<file path="src/rtl/bcd_pkg.sv">
package bcd_pkg;
  typedef struct packed {
    logic start;
    logic stop;
    logic scl_rise;
    logic scl_fall;
    logic sda;
  } bus_evt_t;
endpackage

</file>
<file path="src/rtl/bcd_sync.sv">
module bcd_sync #(
  parameter int WIDTH  = 2,
  parameter int STAGES = 2,
  parameter logic [WIDTH-1:0] IDLE = '1
) (
  input  logic             clk,
  input  logic             rst,
  input  logic [WIDTH-1:0] d,
  output logic [WIDTH-1:0] q
);
  localparam int LAST = STAGES - 1;

  for (genvar b = 0; b < WIDTH; b++) begin : g_line
    logic [STAGES-1:0] chain;
    always_ff @(posedge clk) begin
      if (rst) chain <= {STAGES{IDLE[b]}};
      else     chain <= {chain[STAGES-2:0], d[b]};
    end
    assign q[b] = chain[LAST];
  end
endmodule

</file>
<file path="src/rtl/bcd_cond.sv">
module bcd_cond
  import bcd_pkg::*;
(
  input  logic     clk,
  input  logic     rst,
  input  logic     scl_s,
  input  logic     sda_s,
  output bus_evt_t evt,
  output logic     sda_view
);
  logic scl_p, sda_p;

  always_ff @(posedge clk) begin
    if (rst) begin
      scl_p    <= 1'b1;
      sda_p    <= 1'b1;
      sda_view <= 1'b1;
    end else begin
      scl_p    <= scl_s;
      sda_p    <= sda_s;
      sda_view <= sda_s;
    end
  end

  always_comb begin
    evt.start    = scl_s & scl_p & sda_p & ~sda_s;
    evt.stop     = scl_s & scl_p & ~sda_p & sda_s;
    evt.scl_rise = scl_s & ~scl_p;
    evt.scl_fall = ~scl_s & scl_p;
    evt.sda      = sda_s;
  end

  a_r1_one_condition: assert property (@(posedge clk) disable iff (rst)
    !(evt.start && evt.stop));
  a_r1_start_needs_high_clock: assert property (@(posedge clk) disable iff (rst)
    evt.start |-> (scl_s && scl_p));
endmodule

</file>
<file path="src/rtl/bcd_track.sv">
module bcd_track
  import bcd_pkg::*;
#(
  parameter int BITS = 8,
  parameter logic [BITS-1:0] GC_ADDR = '0
) (
  input  logic     clk,
  input  logic     rst,
  input  logic     en,
  input  logic     tgt_mode,
  input  logic     gc_en,
  input  bus_evt_t evt,
  output logic     start_q,
  output logic     stop_q,
  output logic     illegal_q,
  output logic     gc_q
);
  localparam int CW = $clog2(BITS + 2);
  localparam logic [CW-1:0] LAST_BIT = CW'(BITS - 1);
  localparam logic [CW-1:0] ACK_POS  = CW'(BITS);

  logic            busy, in_addr, hi_seen;
  logic [CW-1:0]   cnt;
  logic [BITS-1:0] shreg;
  logic [BITS-1:0] next_byte;
  logic            mid_byte, bad;

  assign next_byte = {shreg[BITS-2:0], evt.sda};
  assign mid_byte  = (cnt != '0) && (cnt < ACK_POS);
  assign bad       = ((evt.start || evt.stop) && mid_byte) || (evt.stop && in_addr);

  always_ff @(posedge clk) begin
    if (rst || !en) begin
      start_q <= 1'b0; stop_q <= 1'b0; illegal_q <= 1'b0; gc_q <= 1'b0;
      busy <= 1'b0; in_addr <= 1'b0; hi_seen <= 1'b0;
      cnt <= '0; shreg <= '0;
    end else begin
      start_q   <= evt.start;
      stop_q    <= evt.stop;
      illegal_q <= bad;
      if (evt.start) begin
        busy <= 1'b1; in_addr <= 1'b1; hi_seen <= 1'b0;
        cnt <= '0; shreg <= '0; gc_q <= 1'b0;
      end else if (evt.stop) begin
        busy <= 1'b0; in_addr <= 1'b0; hi_seen <= 1'b0;
        cnt <= '0; gc_q <= 1'b0;
      end else if (busy && evt.scl_rise) begin
        hi_seen <= 1'b1;
        if (cnt < ACK_POS) shreg <= next_byte;
        if (in_addr && cnt == LAST_BIT && next_byte == GC_ADDR && tgt_mode && gc_en)
          gc_q <= 1'b1;
      end else if (busy && evt.scl_fall && hi_seen) begin
        hi_seen <= 1'b0;
        if (cnt == ACK_POS) begin
          cnt <= '0; in_addr <= 1'b0;
        end else begin
          cnt <= cnt + 1'b1;
        end
      end
    end
  end

  a_r2_gc_needs_qual: assert property (@(posedge clk) disable iff (rst)
    $rose(gc_q) |-> $past(tgt_mode && gc_en && en));
  a_r5_start_clears: assert property (@(posedge clk) disable iff (rst)
    evt.start |=> !gc_q);
  a_r6_stop_clears: assert property (@(posedge clk) disable iff (rst)
    evt.stop |=> !gc_q);
  a_r7_illegal_with_cond: assert property (@(posedge clk) disable iff (rst)
    illegal_q |-> (start_q || stop_q));
  a_r9_disable_holds: assert property (@(posedge clk) disable iff (rst)
    !en |=> (!gc_q && !illegal_q && !start_q && !stop_q));
  a_r1_pulse_single: assert property (@(posedge clk) disable iff (rst)
    start_q |=> !start_q);
endmodule

</file>
<file path="src/rtl/bus_cond_gc_detect.sv">
module bus_cond_gc_detect
  import bcd_pkg::*;
#(
  parameter int SYNC_STAGES = 2,
  parameter int ADDR_BITS   = 8
) (
  input  logic clk,
  input  logic rst,
  input  logic en,
  input  logic tgt_mode,
  input  logic gc_en,
  input  logic scl_in,
  input  logic sda_in,
  output logic start_pulse,
  output logic stop_pulse,
  output logic illegal_pulse,
  output logic gc_flag,
  output logic sda_level
);
  localparam logic [ADDR_BITS-1:0] GC_CODE = '0;

  logic [1:0] lines_s;
  bus_evt_t   evt;

  bcd_sync #(.WIDTH(2), .STAGES(SYNC_STAGES), .IDLE(2'b11)) u_sync (
    .clk(clk), .rst(rst), .d({scl_in, sda_in}), .q(lines_s)
  );

  bcd_cond u_cond (
    .clk(clk), .rst(rst), .scl_s(lines_s[1]), .sda_s(lines_s[0]),
    .evt(evt), .sda_view(sda_level)
  );

  bcd_track #(.BITS(ADDR_BITS), .GC_ADDR(GC_CODE)) u_track (
    .clk(clk), .rst(rst), .en(en), .tgt_mode(tgt_mode), .gc_en(gc_en),
    .evt(evt), .start_q(start_pulse), .stop_q(stop_pulse),
    .illegal_q(illegal_pulse), .gc_q(gc_flag)
  );
endmodule

</file>
<file path="config.mk">
export PLATFORM = sky130hd
export DESIGN_NAME = bus_cond_gc_detect
export DESIGN_NICKNAME = d
export VERILOG_FILES = /design/src/rtl/bcd_pkg.sv /design/src/rtl/bcd_sync.sv /design/src/rtl/bcd_cond.sv /design/src/rtl/bcd_track.sv /design/src/rtl/bus_cond_gc_detect.sv
export SDC_FILE = /design/constraint.sdc
export NUM_CORES = 1
export LEC_CHECK = 0
export BUFFER_PORTS_ARGS = -buffer_cell sky130_fd_sc_hd__clkbuf_2
export CAP_MARGIN = 20
export CORE_MARGIN = 2
export CORE_UTILIZATION = 40
export CTS_CLUSTER_SIZE = 25
export DETAILED_ROUTE_END_ITERATION = 8
export MAX_ROUTING_LAYER = met4
export PLACE_DENSITY = 0.7
export SYNTH_ARGS = -nofsm -noshare
export SYNTH_HDL_FRONTEND = slang
export SYNTH_SLANG_ARGS = --single-unit
</file>
<file path="constraint.sdc">
create_clock -name clk -period 3.1 [get_ports clk]
set_input_delay 0 -clock clk [delete_from_list [all_inputs] [get_ports clk]]
set_output_delay 0 -clock clk [all_outputs]
set_load 0.02 [all_outputs]
</file>
==> metrics.txt, run 1 <==
global route total overflow 0; max reg flops 7; biggest regs u_track.shreg x7, u_sync.g_line.chain x4, u_track.cnt x4; Power Total 0.5646 mW; first-pass GRT wire length 3.008 mm; Clk Latency, worst-skew pair 310 ps; Clock Pin Slew Worst Setup and Hold Paths around 130 ps; final period utilization between 40 and 50%; post-CTS sizing 0; pwr dens 493.7 nW/um^2; HPWL Detailed 1.241 mm; Final Hold Viols 0; clk buf depth 2; die width around 53 um; root buf cell clkbuf_4; largest family of logic cells by synthesized area simple AND/OR/NAND/NOR gates; outcome complete, no violations; GRT Overall Usage 15.11%; critical-path maximum fanout 5; Cell variety after synth 31; Rows 17; aggregate routed wire length around 1.7 mm; nets 123; PortBufs 11; PnR worst setup slack 1633 ps; area grow syn2layout 17.94%; synthesized flop and latch total 24; critical-path cell list inv_1 > ha_1 > and3b_1 > or3_1 > a21oi_1; Cells after Synth 95; startpoint types flop; Compound-Gate Fraction of Synth Area about 14%; GP Congestion 0.8542; worst min path class in -> reg; RSZ-0062 raised after global routing no; critical path type reg -> reg; synthesized area 969.7 um^2; Post-synth EDFFs 0; CP max-delay cell dfxtp_1; required time of the critical path 3350 ps; largest net degree at the start of global routing 15; total die area ~2800 um^2; CTS buffer count 3; clk_skew 1.519 ps; Most flops, register u_track.shreg; crit path DAT 1720 ps; fillcell total 233; Initial Util between 40% and 50%; Top FF cell, synth dfxtp_1; CP peak stage delay 430 ps; register area share after synthesis 49.55%; dpl ws between 1500 and 2000 ps; Synth Warn # 0; post-route ant nets 0; CTS tree done; share of layout cells above drive strength 1 a little under a quarter; vias in the first global route between 700 and 800; post-synthesis xor/xnor area fraction less than 1%; syn_area_per_cell ~10 um^2; wire per inst 12.19 um; antenna violations before repair 0; # diodes 0; Syn Nets roughly 100; Max rail drop VDD 0.4215 mV; Post-synth ARST share 0%; Least-Margin Pin Slew 270.7 ps; Synth Area in Simple Gates 22.06%; Top-Level Pins 12; H-tree levels 1; via count 739; mux cell area share after synthesis just over 7%; Static Leak 0.4126 nW; Max transition margin between 80% and 90%; max_cap viols 0; Pins Over Slew Limit 0; hold slack 55.44 ps; vias per cell 5.241; TNS Setup 0 ps; minimum clock period between 1000 and 1500 ps; clk sinks 24; final setup fails 0; CORE AREA 2255 um^2; Post-CTS Setup Bufs 0; DR iter-0 viols 10; height of the die roughly 53 um; # DRC 0; DR pass1 iterations 4; area share of fa/ha/maj cells after synthesis 2.581%; Worst setup EP type flop; post-layout util 50.72%; maximum clock rate 681.5 MHz
-- cell type report --
cell class	count	area, um^2	share of cell area (%)
repair buffers	16	105.1	9.190
clock buffers	3	22.52	1.969
flip-flops and latches	24	480.5	42.01
multi-input cells	65	455.4	39.82
inverters	4	15.01	1.313
well taps	28	35.03	3.063
clock inverters	1	30.03	2.626
-- logic make-up after synthesis --
| family | Yosys count |
|---|---|
| xor gates and xnor gates | 1 |
| adders and majority gates | 2 |
| muxes | 7 |
| DFF | 24 |
| buffers and inverters | 6 |
| AOI/OAI and AO/OA | 18 |
| and+or+nand+nor | 37 |
-- synthesized netlist by cell type, types with 2 or more instances --
master | n | area share [%]
inv_1 | 4 | 1.5
nand4b_1 | 3 | 2.7
nand2_1 | 5 | 1.9
a31o_2 | 2 | 1.8
mux2i_1 | 7 | 7.2
dfxtp_1 | 24 | 50
a21o_1 | 2 | 1.5
nor2_1 | 10 | 3.9
a21oi_1 | 7 | 3.6
a31oi_1 | 2 | 1.3
nand2b_1 | 3 | 1.9
ha_1 | 2 | 2.6
or2_2 | 6 | 3.9
-- power breakdown --
| part | switching (mW) | internal, mW | total [mW] |
|---|---|---|---|
| Combinational | 0.00992 | 0.0133 | 0.0232 |
| Sequential | 0.00386 | 0.312 | 0.316 |
| Clock | 0.0944 | 0.131 | 0.225 |
| Total | 0.108 | 0.456 | 0.565 |
-- timing repair --
action                                  CTS  global route
hold endpoints to repair                  6             0
hold buffers                              5             0
endpoints found under the setup margin    0             0
-- per-layer routing --
layer	part of all wire, %	vias to the layer above	track usage (%)
met5	0	-	-
met2	51	8	26.34
met1	45	354	16.03
li1	-	375	-
met3	3.4	2	5.932
met4	0.35	0	3.419
-- per-stage QoR --
step / cell area, um^2 / instances
after floorplan: 969.7 / 95
after global placement: 1041 / 132
after detailed placement: 1041 / 132
after CTS: 1144 / 141
after global routing: 1144 / 141
final: 1144 / 141
-- path summary, 6_finish.rpt --
| path | start | end | slack [ps] | depth (start not counted) |
|---|---|---|---|---|
| hold / removal | en | u_track.stop_q | 60 | 3 |
| setup / recovery | u_track.cnt[0] | u_track.cnt[0] | 1630 | 5 |
| hold reg to reg | u_sync.g_line[0].chain[0] | u_sync.g_line[0].chain[1] | 430 | 1 |
| setup reg to reg | u_track.cnt[0] | u_track.cnt[0] | 1630 | 5 |
-- worst max-delay path: cells and delay by family (launching register included) --
family,cells,cell delay [ps]
simple gates,2,490
flops,1,430
fa+ha+maj,1,240
compound gates,1,150
buf+inv,1,80
-- cell usage in the layout (no fill, tap or decap), drive strengths merged, types with 2 or more instances in the layout --
cell type / instances
a21o: 2
inv: 4
mux2i: 7
dfxtp: 24
a31oi: 2
nor2: 10
nand4b: 3
nand2b: 3
dlygate4sd3: 5
ha: 2
a31o: 2
clkbuf: 14
a21oi: 7
nand2: 5
or2: 6
Power figures use the tool's default switching activity.
==> run 2: changes to the inputs <==
clock period = 1.35 ns   (was 3.1 ns; I/O delays follow)
==> run 2 against run 1 <==
  * Critical endpoint is now u_sync.g_line[0].chain[0]
  * Via count down 0.81%
  * Hold slack improved by 6.3 ps
  * Non-clock buffer count increased by 3
  * Routed wire length is 0.23% lower
  * Combinational power rose by 130%
  * Sequential power rose by 130%
  * Global-route usage shrank 0.68 points
==> metrics.txt, run 2 (synthesized netlist as in run 1, its figures left out) <==
outcome complete, no violations; GP Congestion about 0.72; clk buf depth 2; PortBufs 11; die width between 50 and 60 um; WL met1 795 um; Clk Latency, worst-skew pair 300 ps; CP max-delay cell dlygate4sd3_1; global route total overflow 0; share of layout cells above drive strength 1 30.17%; Max rail drop VDD ~0.7 mV; DR iter-0 viols 5; CP peak stage delay 560 ps; clk_skew 1.128 ps; CP dominant cell by count dlygate4sd3_1; Top Layer Used met4; Top-Level Pins 12; CORE AREA around 2300 um^2; startpoint types primary input; DR pass1 iterations 4; clk sinks 24; # diodes 0; critical path type in -> reg; Post-DP Area 1064 um^2; first-pass GRT wire length about 3.0 mm; Clock Pin Slew Worst Setup and Hold Paths about 120 ps; Most flops, register u_track.shreg; Pins Over Slew Limit 0; total die area around 2800 um^2; fillcell total 229; Static Leak 0.4217 nW; minimum clock period 1320 ps; maximum clock rate 757.7 MHz; final period utilization 97.76%; Rows 17; antenna violations before repair 0; nets 126; Initial Util 43.01%; H-tree levels 1; vias per cell 5.090; area grow syn2layout 19.87%; aggregate routed wire length 1.715 mm; biggest regs u_track.shreg x7, u_sync.g_line.chain x4, u_track.cnt x4; GRT Overall Usage 14.42%; final instance area 1162 um^2; max_cap viols 0; Least-Margin Pin Slew 292.9 ps; height of the die about 53 um; CTS buffer count 3; wire per inst 11.91 um; root buf cell clkbuf_4; Max transition margin 80.29%; most frequent cells in the layout 20 x dfxtp_1, 11 x clkbuf_2, 10 x nor2_1, 7 x mux2i_1, 7 x a21oi_1; pwr dens 985.2 nW/um^2; met2 wire length 859 um; worst min path class in -> reg; via count 733; critical-path maximum fanout 7; WP buf/inv 3; final setup fails 0; required time of the critical path 1550 ps; # DRC 0; Worst setup EP type flop; vias in the first global route 702; Power Total 1.145 mW; Largest delay share family, worst path buffers and inverters; HPWL Detailed 1.244 mm; post-route ant nets 0; largest net degree at the start of global routing 14; Met3 Wirelength 47 um; Final Hold Viols 0; commonest non-fill, non-tap cell in the layout dfxtp_1; critical-path cell list dlygate4sd3_1 > clkbuf_2 > or2_2 > dlygate4sd3_1; max reg flops 7; crit path DAT 1520 ps; CTS tree done
[run 2: cell types whose count changed in the layout (fill, tap and decap cells not counted)]
| cell | change |
|---|---|
| and4b_1 | -1 |
| dfxtp_2 | +4 |
| and4bb_4 | +1 |
| clkbuf_8 | +1 |
| and4bb_2 | -1 |
| buf_4 | +3 |
| ha_1 | -1 |
| dfxtp_1 | -4 |
| bufinv_16 | -1 |
| ha_2 | +1 |
| and4b_2 | +1 |
[run 2: final timing paths]
kind | startpoint | end | slack [ps] | depth (start not counted)
max reg2reg | u_track.cnt[0] | u_track.cnt[0] | 50 | 5
max | rst | u_sync.g_line[0].chain[0] | 30 | 4
min | en | u_track.stop_q | 60 | 3
min reg2reg | u_sync.g_line[1].chain[0] | u_sync.g_line[1].chain[1] | 420 | 1
[run 2: final cells by class]
class                      instances  area, um^2  share of cell area (%)
clock buffer                       4       36.28                   3.122
inverter                           4       15.01                   1.292
multi-input combinational         65       462.9                   39.83
sequential                        24       485.5                   41.77
tap                               28       35.03                   3.014
timing repair buffer              19       127.6                   10.98
[run 2: per-stage QoR]
step                      hold slack [ps]  TNS, ps  utilization, %  setup WS [ps]  instances
after floorplan                     103.8        0               -          60.36         95
after global placement              183.4        0           47.17          101.9        135
after detailed placement            184.3        0           47.17          56.45        135
after CTS                           63.25        0           51.00          32.91        144
after global routing                110.7   -2.152           51.55         -2.152        144
final                               61.77        0           51.55          30.29        144
[run 2: worst reg2reg max path: stages, from the launching register on]
cell and delay [ps]:
dfxtp_2 350, inv_1 50, ha_2 200, and3b_1 170
or3_1 310, a21oi_1 150
[run 2: per-layer routing]
metal,track usage (%),vias up
li1,-,380
met5,-,-
met4,3.846,0
met2,24.49,9
met1,17.05,342
met3,3.390,2
[run 2: report_power, final]
part           switching, mW  internal, mW  leakage, nW  total, mW
logic                 0.0229        0.0307        0.205     0.0536
registers            0.00860         0.718        0.196      0.726
clock network          0.201         0.164       0.0210      0.365
total                  0.233         0.913        0.422       1.15
[run 2: what timing repair did]
action / in CTS / in global routing
setup buffers: 0 / 0
setup endpoints to repair: 0 / 9
hold endpoints to repair: 6 / 0
hold buffers: 5 / 0
resized for setup: 0 / 7
